===== config.mk =====
export PLATFORM = sky130hd
export DESIGN_NAME = lvl_mapper_top
export DESIGN_NICKNAME = d
export VERILOG_FILES = /design/src/rtl/lvl_mapper_pkg.sv /design/src/rtl/lvl_mapper_ctrl.sv /design/src/rtl/lvl_mapper_pending.sv /design/src/rtl/lvl_mapper_route.sv /design/src/rtl/lvl_mapper_top.sv
export SDC_FILE = /design/constraint.sdc
export NUM_CORES = 1
export LEC_CHECK = 0
export ABC_AREA = 1
export BUFFER_PORTS_ARGS = -buffer_cell sky130_fd_sc_hd__buf_2
export CORE_AREA = 2 2 41 43
export CTS_BUF_LIST = sky130_fd_sc_hd__clkbuf_16
export DETAILED_ROUTE_END_ITERATION = 10
export DIE_AREA = 0 0 43 45
export GPL_ROUTABILITY_DRIVEN = 0
export GPL_TIMING_DRIVEN = 0
export PLACE_DENSITY = 0.74
export SLEW_MARGIN = 20
export SYNTH_ARGS = -nofsm -noshare
export SYNTH_HDL_FRONTEND = slang
export SYNTH_SLANG_ARGS = --single-unit

===== constraint.sdc =====
create_clock -name clk -period 0.8 [get_ports clk]
set_input_delay 0.2 -clock clk [delete_from_list [all_inputs] [get_ports clk]]
set_output_delay 0.2 -clock clk [all_outputs]
set_load 0.005 [all_outputs]

===== src/rtl/lvl_mapper_pkg.sv =====
// Package lvl_mapper_pkg
// Default geometry and constants shared by the level mapper modules.
// Assumes a level field width of four bits for the default table.
package lvl_mapper_pkg;

    localparam int DEF_SRC_N  = 8;
    localparam int DEF_LVL_N  = 16;
    localparam int DEF_REG_W  = 8;
    localparam int DEF_EN_BIT = 0;

    // Level per source, four bits each, source 0 in the low nibble.
    localparam logic [31:0] DEF_MAP   = 32'hE0A8_6410;
    localparam logic [7:0]  DEF_WMASK = 8'hBF;
    localparam logic [7:0]  DEF_RESET = 8'h01;

endpackage


===== src/rtl/lvl_mapper_ctrl.sv =====
// Module lvl_mapper_ctrl
// Holds the control byte. A write stores the data through a fixed mask.
// Provides the current byte and the value it will hold after this edge,
// so the output stage can update on the same edge as the write.
// Assumes a synchronous active-low reset.
module lvl_mapper_ctrl #(
    parameter int               REG_W = 8,
    parameter logic [REG_W-1:0] WMASK = 8'hBF,
    parameter logic [REG_W-1:0] RSTV  = 8'h01
) (
    input  logic             clk,
    input  logic             rst_n,
    input  logic             we,
    input  logic [REG_W-1:0] wdata,
    output logic [REG_W-1:0] ctrl_q,
    output logic [REG_W-1:0] ctrl_d
);

    // Next register value: masked write data or the held byte.
    always_comb begin
        ctrl_d = we ? (wdata & WMASK) : ctrl_q;
    end

    // Register update with synchronous reset.
    always_ff @(posedge clk) begin
        if (!rst_n) ctrl_q <= RSTV;
        else        ctrl_q <= ctrl_d;
    end

    // Masked-off bits never appear in the stored byte.
    p_mask_clear_r5: assert property (@(posedge clk) disable iff (!rst_n)
        (ctrl_q & ~WMASK) == '0);

    // A write lands masked in the following cycle.
    p_write_store_r5: assert property (@(posedge clk) disable iff (!rst_n)
        we |=> ctrl_q == ($past(wdata) & WMASK));

    // Without a write the byte holds.
    p_hold_r6: assert property (@(posedge clk) disable iff (!rst_n)
        (!we && $past(rst_n)) |=> $stable(ctrl_q));

endmodule


===== src/rtl/lvl_mapper_pending.sv =====
// Module lvl_mapper_pending
// Samples the source lines into the pending byte. Sources steered to
// level zero are discarded here and never become pending.
// Assumes sources are already synchronous to clk.
module lvl_mapper_pending #(
    parameter int                     SRC_N = 8,
    parameter int                     LVL_W = 4,
    parameter logic [SRC_N*LVL_W-1:0] MAP   = 32'hE0A8_6410
) (
    input  logic             clk,
    input  logic             rst_n,
    input  logic [SRC_N-1:0] irq_in,
    output logic [SRC_N-1:0] pend_q,
    output logic [SRC_N-1:0] pend_d
);

    logic [SRC_N-1:0] live_mask;

    // Per-source keep mask derived from the table: level zero is dropped.
    for (genvar i = 0; i < SRC_N; i++) begin : g_mask
        localparam logic [LVL_W-1:0] LV = MAP[i*LVL_W +: LVL_W];
        assign live_mask[i] = (LV != '0);
    end

    // Next pending value follows the live inputs.
    always_comb begin
        pend_d = irq_in & live_mask;
    end

    // Pending register with synchronous reset.
    always_ff @(posedge clk) begin
        if (!rst_n) pend_q <= '0;
        else        pend_q <= pend_d;
    end

    // Each live source's pending bit matches the last sampled input.
    for (genvar i = 0; i < SRC_N; i++) begin : g_chk
        localparam logic [LVL_W-1:0] LVC = MAP[i*LVL_W +: LVL_W];
        if (LVC != '0) begin : g_live
            p_track_r1: assert property (@(posedge clk) disable iff (!rst_n)
                $past(rst_n) |-> pend_q[i] == $past(irq_in[i]));
        end else begin : g_dead
            p_dropped_r3: assert property (@(posedge clk) disable iff (!rst_n)
                $past(rst_n) |-> !pend_q[i]);
        end
    end

endmodule


===== src/rtl/lvl_mapper_route.sv =====
// Module lvl_mapper_route
// Turns the next pending byte into the level vector through the fixed
// table, gates it with the enable and registers it. Level zero is never
// driven. Assumes the inputs given are the values after the coming edge.
module lvl_mapper_route #(
    parameter int                     SRC_N = 8,
    parameter int                     LVL_N = 16,
    parameter int                     LVL_W = 4,
    parameter logic [SRC_N*LVL_W-1:0] MAP   = 32'hE0A8_6410
) (
    input  logic             clk,
    input  logic             rst_n,
    input  logic [SRC_N-1:0] pend_d,
    input  logic             en_d,
    output logic [LVL_N-1:0] lvl_q
);

    logic [LVL_N-1:0][SRC_N-1:0] hit;
    logic [LVL_N-1:0]            lvl_d;

    // Hit matrix: source i drives level l when steered there and pending.
    for (genvar l = 0; l < LVL_N; l++) begin : g_lvl
        for (genvar i = 0; i < SRC_N; i++) begin : g_src
            localparam logic [LVL_W-1:0] LV = MAP[i*LVL_W +: LVL_W];
            if (l != 0 && int'(LV) == l) begin : g_on
                assign hit[l][i] = pend_d[i];
            end else begin : g_off
                assign hit[l][i] = 1'b0;
            end
        end
        assign lvl_d[l] = en_d & (|hit[l]);
    end

    // Output register with synchronous reset.
    always_ff @(posedge clk) begin
        if (!rst_n) lvl_q <= '0;
        else        lvl_q <= lvl_d;
    end

    // With nothing pending and enable present, the vector is clear next.
    p_idle_low_r4: assert property (@(posedge clk) disable iff (!rst_n)
        (pend_d == '0) |=> lvl_q == '0);

endmodule


===== src/rtl/lvl_mapper_top.sv =====
// Module lvl_mapper_top
// Eight-source interrupt steering block: pending capture, control byte
// and registered level vector. Bit EN_BIT of the control byte enables
// the outputs. Assumes synchronous inputs and a synchronous active-low reset.
module lvl_mapper_top
    import lvl_mapper_pkg::*;
#(
    parameter int                     SRC_N  = DEF_SRC_N,
    parameter int                     LVL_N  = DEF_LVL_N,
    parameter int                     REG_W  = DEF_REG_W,
    parameter int                     EN_BIT = DEF_EN_BIT,
    parameter int                     LVL_W  = $clog2(LVL_N),
    parameter logic [SRC_N*LVL_W-1:0] MAP    = DEF_MAP,
    parameter logic [REG_W-1:0]       WMASK  = DEF_WMASK,
    parameter logic [REG_W-1:0]       RSTV   = DEF_RESET
) (
    input  logic             clk,
    input  logic             rst_n,
    input  logic [SRC_N-1:0] irq_in,
    input  logic             reg_we,
    input  logic [REG_W-1:0] reg_wdata,
    output logic [REG_W-1:0] reg_rdata,
    output logic [LVL_N-1:0] lvl_out
);

    logic [REG_W-1:0] ctrl_q;
    logic [REG_W-1:0] ctrl_d;
    logic [SRC_N-1:0] pend_q;
    logic [SRC_N-1:0] pend_d;

    // Control byte storage.
    lvl_mapper_ctrl #(
        .REG_W (REG_W),
        .WMASK (WMASK),
        .RSTV  (RSTV)
    ) u_ctrl (
        .clk    (clk),
        .rst_n  (rst_n),
        .we     (reg_we),
        .wdata  (reg_wdata),
        .ctrl_q (ctrl_q),
        .ctrl_d (ctrl_d)
    );

    // Pending capture.
    lvl_mapper_pending #(
        .SRC_N (SRC_N),
        .LVL_W (LVL_W),
        .MAP   (MAP)
    ) u_pend (
        .clk    (clk),
        .rst_n  (rst_n),
        .irq_in (irq_in),
        .pend_q (pend_q),
        .pend_d (pend_d)
    );

    // Level steering and output register.
    lvl_mapper_route #(
        .SRC_N (SRC_N),
        .LVL_N (LVL_N),
        .LVL_W (LVL_W),
        .MAP   (MAP)
    ) u_route (
        .clk    (clk),
        .rst_n  (rst_n),
        .pend_d (pend_d),
        .en_d   (ctrl_d[EN_BIT]),
        .lvl_q  (lvl_out)
    );

    // Read port shows the stored byte.
    assign reg_rdata = ctrl_q;

    // Disabled register means quiet outputs.
    p_disabled_quiet_r8: assert property (@(posedge clk) disable iff (!rst_n)
        !reg_rdata[EN_BIT] |-> lvl_out == '0);

    // Level zero line is never raised.
    p_no_level0_r10: assert property (@(posedge clk) disable iff (!rst_n)
        !lvl_out[0]);

    // Outputs hold when neither the pending state nor the register moved.
    p_hold_r9: assert property (@(posedge clk) disable iff (!rst_n)
        ($past(rst_n) && $stable(pend_q) && $stable(ctrl_q)) |-> $stable(lvl_out));

endmodule


==> impl_metrics.ini, run 1 <==
[status]
outcome = finished with violations
failed_checks = negative setup slack

[min_path]
source_of_the_worst_hold_timing_path = irq_in[7]
hold-path-cell-count = 3
min-delay-path-class = input pin to flip-flop
worst_hold_path.endpoint = u_route.lvl_q[14]$_SDFF_PN0_

[floorplan]
die_h_microns = 45
die_area_sq_mm = 0.00194
core_region_area_sq_mm = 0.00147
num_io_pins = 43
placementRows = 14
die-width_microns = 43
effective_utilization_at_floorplan_pct = 34.1

[clocking]
tritoncts_clock_tree = yes
cts.sink_count = 13
post_cts_hold_buffer_count = 0
worst_setup_hold_path_clk_slew_ns = 0.04
ctsHtreeMaxLevel = 1
clock-root-buffer = sky130_fd_sc_hd__clkbuf_16
cts-buffers-inserted = 3
clock_path_buffers = 2
clkLatencyLatePin_ns = 0.24

[sta]
period_needed_ns = 0.864
setup_total_negative_slack_ns = -0.659
finClkSkew_ns = 0.00224
period_share_pct = 108
drv_slew = 0
hold_viol = 0
maximum_achievable_frequency_mhz = 1160
setup_viol = 13
grt_setup_unrepaired = yes
finalWorstSetupSlack_ns = -0.0639

[setup_path]
cp_data_arrival_time_ns = 0.66
critical_path.reg2reg.endpoint = u_route.lvl_q[1]$_SDFF_PN0_
worst_r2r_path_depth = 4
timing.critical_path.max_delay_family = flip-flops
worst-path-max-fanout = 2
crit_slowest_cell = sky130_fd_sc_hd__dfxtp_2
reg2reg_from = u_ctrl.ctrl_q[0]$_SDFF_PN1_
crit_path_max_incr_delay_ns = 0.31
worstSetupStartpointType = flip-flop
timing.critical_path.cells = buf_2
timing.critical_path.to_type = output port
timing_worst_setup_path_type = flip-flop to output port
worstPathRequired_ns = 0.60
worst-r2r-setup-slack_ns = 0.09
timing.critical_path.buf_inv = 1

[finish]
finish.net_count = 124
synthesis_to_layout_area_growth_pct = 61.8
mostFrequentLayoutCells = 26 x sky130_fd_sc_hd__buf_2, 17 x sky130_fd_sc_hd__nor2_1, 11 x sky130_fd_sc_hd__buf_4, 11 x sky130_fd_sc_hd__conb_1
total_inserted_antenna_cells = 0
seqCellArea_sq_um = 270
multi_input_comb_area_sq_um = 173
drive_above_1_share_pct = 52.9
most_common_cell_after_layout_fill_and_taps_aside = sky130_fd_sc_hd__buf_2
number_of_fill_cells = 154

[global_route]
initial_antenna_violation_count = 0
gr-usage-met1_pct = 10.9
grt_most_used_layer = met2
first_global_vias = 404
groute.usage.overall_pct = 11.4
wire_length_of_the_first_global_routing_pass_microns = 1580
grt_max_degree = 9
groute.layer.met3.usage_pct = 2.80
grt-ovfl-total = 0
grt.met2_usage_pct = 20.9

[yosys]
post_synth_and_or_nand_nor_area_fraction_pct = 18.2
synth_cell_type_count = 10
synth.yosys.warnings = 0
dominant_combinational_cell_family_by_area_after_synthesis = buffers and inverters
post_synth_instance_area_sq_um = 502
syn_area_per_cell_sq_um = 8.09
xor_xnor_share_of_the_synthesized_area_pct = 0
synth.mux.area_fraction_pct = 0
netlist_instances = 62
post_synth_fa_ha_maj_area_fraction_pct = 0
ys_seq_elements = 13
seq_total_area_yosys_pct = 51.9
synth-compound-area-share_pct = 5.99

[pwr]
pwr_density_cell_mw_per_mm2 = 2260
p_leak_uw = 0.000477
ir_drop_mv = 1.02

[placement]
detailed_place_hpwl_microns = 824
dpl_worst_slack_ns = -0.0664
port_buffers = 28

[flow_run]
max_cap_viol_count = 0

[drt]
drcViolationCount = 0
post_drt_wl_per_cell_microns = 8.52
drt_pass1_iterations = 3
totalWireLength_microns = 1020
ant_nets = 0
vias = 477
post_drt_via_cell_ratio = 3.98
drc_marker_count_from_the_first_detailed_route_iteration = 2
report_power, final:
group / internal [uW] / leakage (uW) / switching, uW / total (uW)
clock: 662 / 0.0000409 / 250 / 912
sequential: 697 / 0.000110 / 15.3 / 712
combinational: 117 / 0.000326 / 97.5 / 214
total: 1480 / 0.000477 / 363 / 1840
layout make-up:
cell class                      count  area share [%]
Inverter                            9            4.16
Sequential cell                    13            33.3
Timing Repair Buffer               28            18.8
Clock inverter                      1           0.616
Buffer                             11            10.2
Tap cell                           16            2.47
Multi-Input combinational cell     39            21.3
Clock buffer                        3            9.24
cells in the mapped netlist:
library cell / n / share of area, %
sky130_fd_sc_hd__nand3_2: 1 / 2.0
sky130_fd_sc_hd__inv_2: 1 / 0.75
sky130_fd_sc_hd__buf_4: 11 / 16
sky130_fd_sc_hd__dfxtp_1: 13 / 52
sky130_fd_sc_hd__conb_1: 1 / 0.75
sky130_fd_sc_hd__nand2_2: 1 / 1.2
sky130_fd_sc_hd__nand2_1: 2 / 1.5
sky130_fd_sc_hd__nor2_1: 18 / 13
sky130_fd_sc_hd__inv_1: 8 / 6.0
sky130_fd_sc_hd__o21ai_0: 6 / 6.0
state kept, by name (all words and copies together), names as in the netlist:
| register | cells |
|---|---|
| u_ctrl.ctrl_q | 7 |
| u_route.lvl_q | 6 |
metrics by stage:
| step | hold WS [ns] | std cells | total power, uW | util [%] | instance area [sq um] |
|---|---|---|---|---|---|
| final | 0.177 | 120 | 1840 | 55.2 | 812 |
| after global routing | 0.176 | 120 | 1920 | 55.2 | 812 |
| after CTS | 0.175 | 120 | 1840 | 53.4 | 786 |
| after detailed placement | 0.420 | 116 | 918 | 47.5 | 699 |
| after global placement | 0.415 | 116 | 910 | 47.5 | 699 |
| after floorplan | 0.270 | 72 | 824 | - | 539 |
kinds of logic after synthesis:
| logic type | count (synthesis) |
|---|---|
| other cells | 1 |
| buf+inv | 20 |
| simple gates | 22 |
| flops | 13 |
| compound gates | 6 |
how the worst max path moves through the flow:
stage	from	to	cells after the start
after global placement	reg_we	u_ctrl.ctrl_q[0]$_SDFF_PN1_	5
final	u_ctrl.ctrl_q[5]$_SDFFE_PN0P_	reg_rdata[5]	1
after global routing	u_ctrl.ctrl_q[5]$_SDFFE_PN0P_	reg_rdata[5]	1
after floorplan	u_ctrl.ctrl_q[0]$_SDFF_PN1_	u_route.lvl_q[10]$_SDFF_PN0_	4
after CTS	u_ctrl.ctrl_q[5]$_SDFFE_PN0P_	reg_rdata[5]	1
after detailed placement	reg_we	u_route.lvl_q[1]$_SDFF_PN0_	5
routing by layer:
| layer | up-vias | share of wire (%) |
|---|---|---|
| met5 | - | 0 |
| met3 | 2 | 7.3 |
| li1 | 246 | - |
| met2 | 20 | 53 |
| met4 | 0 | 1.9 |
| met1 | 209 | 37 |
timing repair:
item	CTS	global route
gates cloned	0	0
endpoints found under the setup margin	13	14
gates resized for setup	5	7
buffers inserted	0	0
Note: power is estimated with default switching activity, not from simulation.
==> run 2, diff against run 1 <==
PLACE_DENSITY = unset   (was 0.74)
PLACE_DENSITY_LB_ADDON = 0.15   (was unset)
==> impl_metrics.ini, run 2 (synthesis gave the netlist of run 1 again) <==
[setup_path]
timing.critical_path.cells = buf_2
critical_path.reg2reg.endpoint = u_route.lvl_q[8]$_SDFF_PN0_
timing.critical_path.to_type = output port
reg2reg_from = u_ctrl.ctrl_q[0]$_SDFF_PN1_
worst_r2r_path_depth = 4
worst-path-max-fanout = 2
timing_worst_setup_path_type = flip-flop to output port
crit_slowest_cell = sky130_fd_sc_hd__dfxtp_2
cp_data_arrival_time_ns = 0.66
crit_path_max_incr_delay_ns = 0.31
timing.critical_path.buf_inv = 1
worst-r2r-setup-slack_ns = 0.09
worstSetupStartpointType = flip-flop
worstPathRequired_ns = 0.60
timing.critical_path.max_delay_family = flip-flops

[finish]
total_inserted_antenna_cells = 0
largest_registers = u_ctrl.ctrl_q: 7 flops, u_route.lvl_q: 6 flops
finish.net_count = 124
mostFrequentLayoutCells = 26 x sky130_fd_sc_hd__buf_2, 18 x sky130_fd_sc_hd__nor2_1, 11 x sky130_fd_sc_hd__buf_4, 11 x sky130_fd_sc_hd__conb_1, 9 x sky130_fd_sc_hd__inv_1
max_flop_register = u_ctrl.ctrl_q
drive_above_1_share_pct = 49.0
final_util_pct = 54.8
most_common_cell_after_layout_fill_and_taps_aside = sky130_fd_sc_hd__buf_2
largest_register_ffs = 7
number_of_fill_cells = 149
synthesis_to_layout_area_growth_pct = 60.6

[global_route]
initial_antenna_violation_count = 0
grt-ovfl-total = 0
groute.usage.overall_pct = 10.3
gr-usage-met1_pct = 11.3
grt_most_used_layer = met2
groute.layer.met3.usage_pct = 3.20
grt_max_degree = 9
wire_length_of_the_first_global_routing_pass_microns = 1390
grt.met2_usage_pct = 15.2
first_global_vias = 343

[sta]
setup_viol = 13
maximum_achievable_frequency_mhz = 1160
hold_slack_ns = 0.170
finalWorstSetupSlack_ns = -0.0607
finClkSkew_ns = 0.00278
hold_viol = 0
drv_slew = 0
period_share_pct = 108
grt_setup_unrepaired = yes
period_needed_ns = 0.861
setup_total_negative_slack_ns = -0.641

[pwr]
pwr_density_cell_mw_per_mm2 = 2280
p_leak_uw = 0.000480
post_layout_power_uw = 1840
ir_drop_mv = 0.996

[drt]
ant_nets = 0
post_drt_wl_per_cell_microns = 8.13
drc_marker_count_from_the_first_detailed_route_iteration = 4
drcViolationCount = 0
totalWireLength_microns = 975
drt_pass1_iterations = 3
vias = 443
post_drt_via_cell_ratio = 3.69

[clocking]
cts-buffers-inserted = 3
clock-root-buffer = sky130_fd_sc_hd__clkbuf_16
post_cts_hold_buffer_count = 0
clkLatencyLatePin_ns = 0.24
tritoncts_clock_tree = yes
ctsHtreeMaxLevel = 1
worst_setup_hold_path_clk_slew_ns = 0.04
clock_path_buffers = 2
cts.sink_count = 13

[min_path]
min-delay-path-class = input pin to flip-flop
worst_hold_path.endpoint = u_route.lvl_q[6]$_SDFF_PN0_
hold-path-cell-count = 3
source_of_the_worst_hold_timing_path = irq_in[3]

[floorplan]
num_io_pins = 43
die_area_sq_mm = 0.00194
placementRows = 14
core_region_area_sq_mm = 0.00147
effective_utilization_at_floorplan_pct = 34.1
die-width_microns = 43
die_h_microns = 45

[placement]
detailed_place_hpwl_microns = 713
dpl_worst_slack_ns = -0.0516
port_buffers = 28

[flow_run]
max_cap_viol_count = 0

[status]
failed_checks = negative setup slack
outcome = finished with violations
## run 2: cell types whose count changed in the layout (fill, tap and decap cells not counted), sizes merged
| cell | previous run | this run |
|---|---|---|
| clkinv | 1 | 0 |
| inv | 9 | 10 |
## run 2: stage by stage
step	instances	cell area, sq um
floorplan	72	539
global placement	116	699
detailed placement	116	699
CTS	120	788
global route	120	806
finish	120	806
## run 2: layout make-up
cell class / instances / area, sq um / share of cell area [%]
inverters: 9 / 33.8 / 4.19
clock buffers: 3 / 75.1 / 9.32
multi-input cells: 39 / 170 / 21.1
clock inverters: 1 / 3.75 / 0.466
flip-flops and latches: 13 / 268 / 33.2
plain buffers: 11 / 82.6 / 10.2
well taps: 16 / 20.0 / 2.48
repair buffers: 28 / 153 / 18.9
## run 2: timing repair
item                                    4_1_cts  5_1_grt
endpoints found under the setup margin       13       15
gates resized for setup                       4        5
endpoints found under the hold margin         0        0
setup buffers                                 0        0
## run 2: where the power goes
group | switching [uW] | internal, uW
logic | 95.0 | 117
clock network | 258 | 657
registers | 14.3 | 695
## run 2: routing by layer
metal  part of all wire [%]  routed length [microns]  vias to the layer above
li1                       -                        -                      247
met1                     45                      440                      178
met2                     48                      466                       18
met3                    7.0                       68                        0
met4                      0                        0                        0
met5                      0                        0                        -
## run 2: how the worst max path moves through the flow
stage,start,endpoint,slack (ns),cells past startpoint
6_report,u_ctrl.ctrl_q[4]$_SDFFE_PN0P_,reg_rdata[4],-0.06,1
5_1_grt,u_ctrl.ctrl_q[5]$_SDFFE_PN0P_,reg_rdata[5],-0.08,1
4_1_cts,u_ctrl.ctrl_q[0]$_SDFF_PN1_,reg_rdata[0],-0.07,1
3_5_place_dp,reg_we,u_ctrl.ctrl_q[0]$_SDFF_PN1_,-0.05,5
3_3_place_gp,reg_we,u_ctrl.ctrl_q[0]$_SDFF_PN1_,-0.04,5
2_1_floorplan,u_ctrl.ctrl_q[0]$_SDFF_PN1_,u_route.lvl_q[10]$_SDFF_PN0_,0.12,4
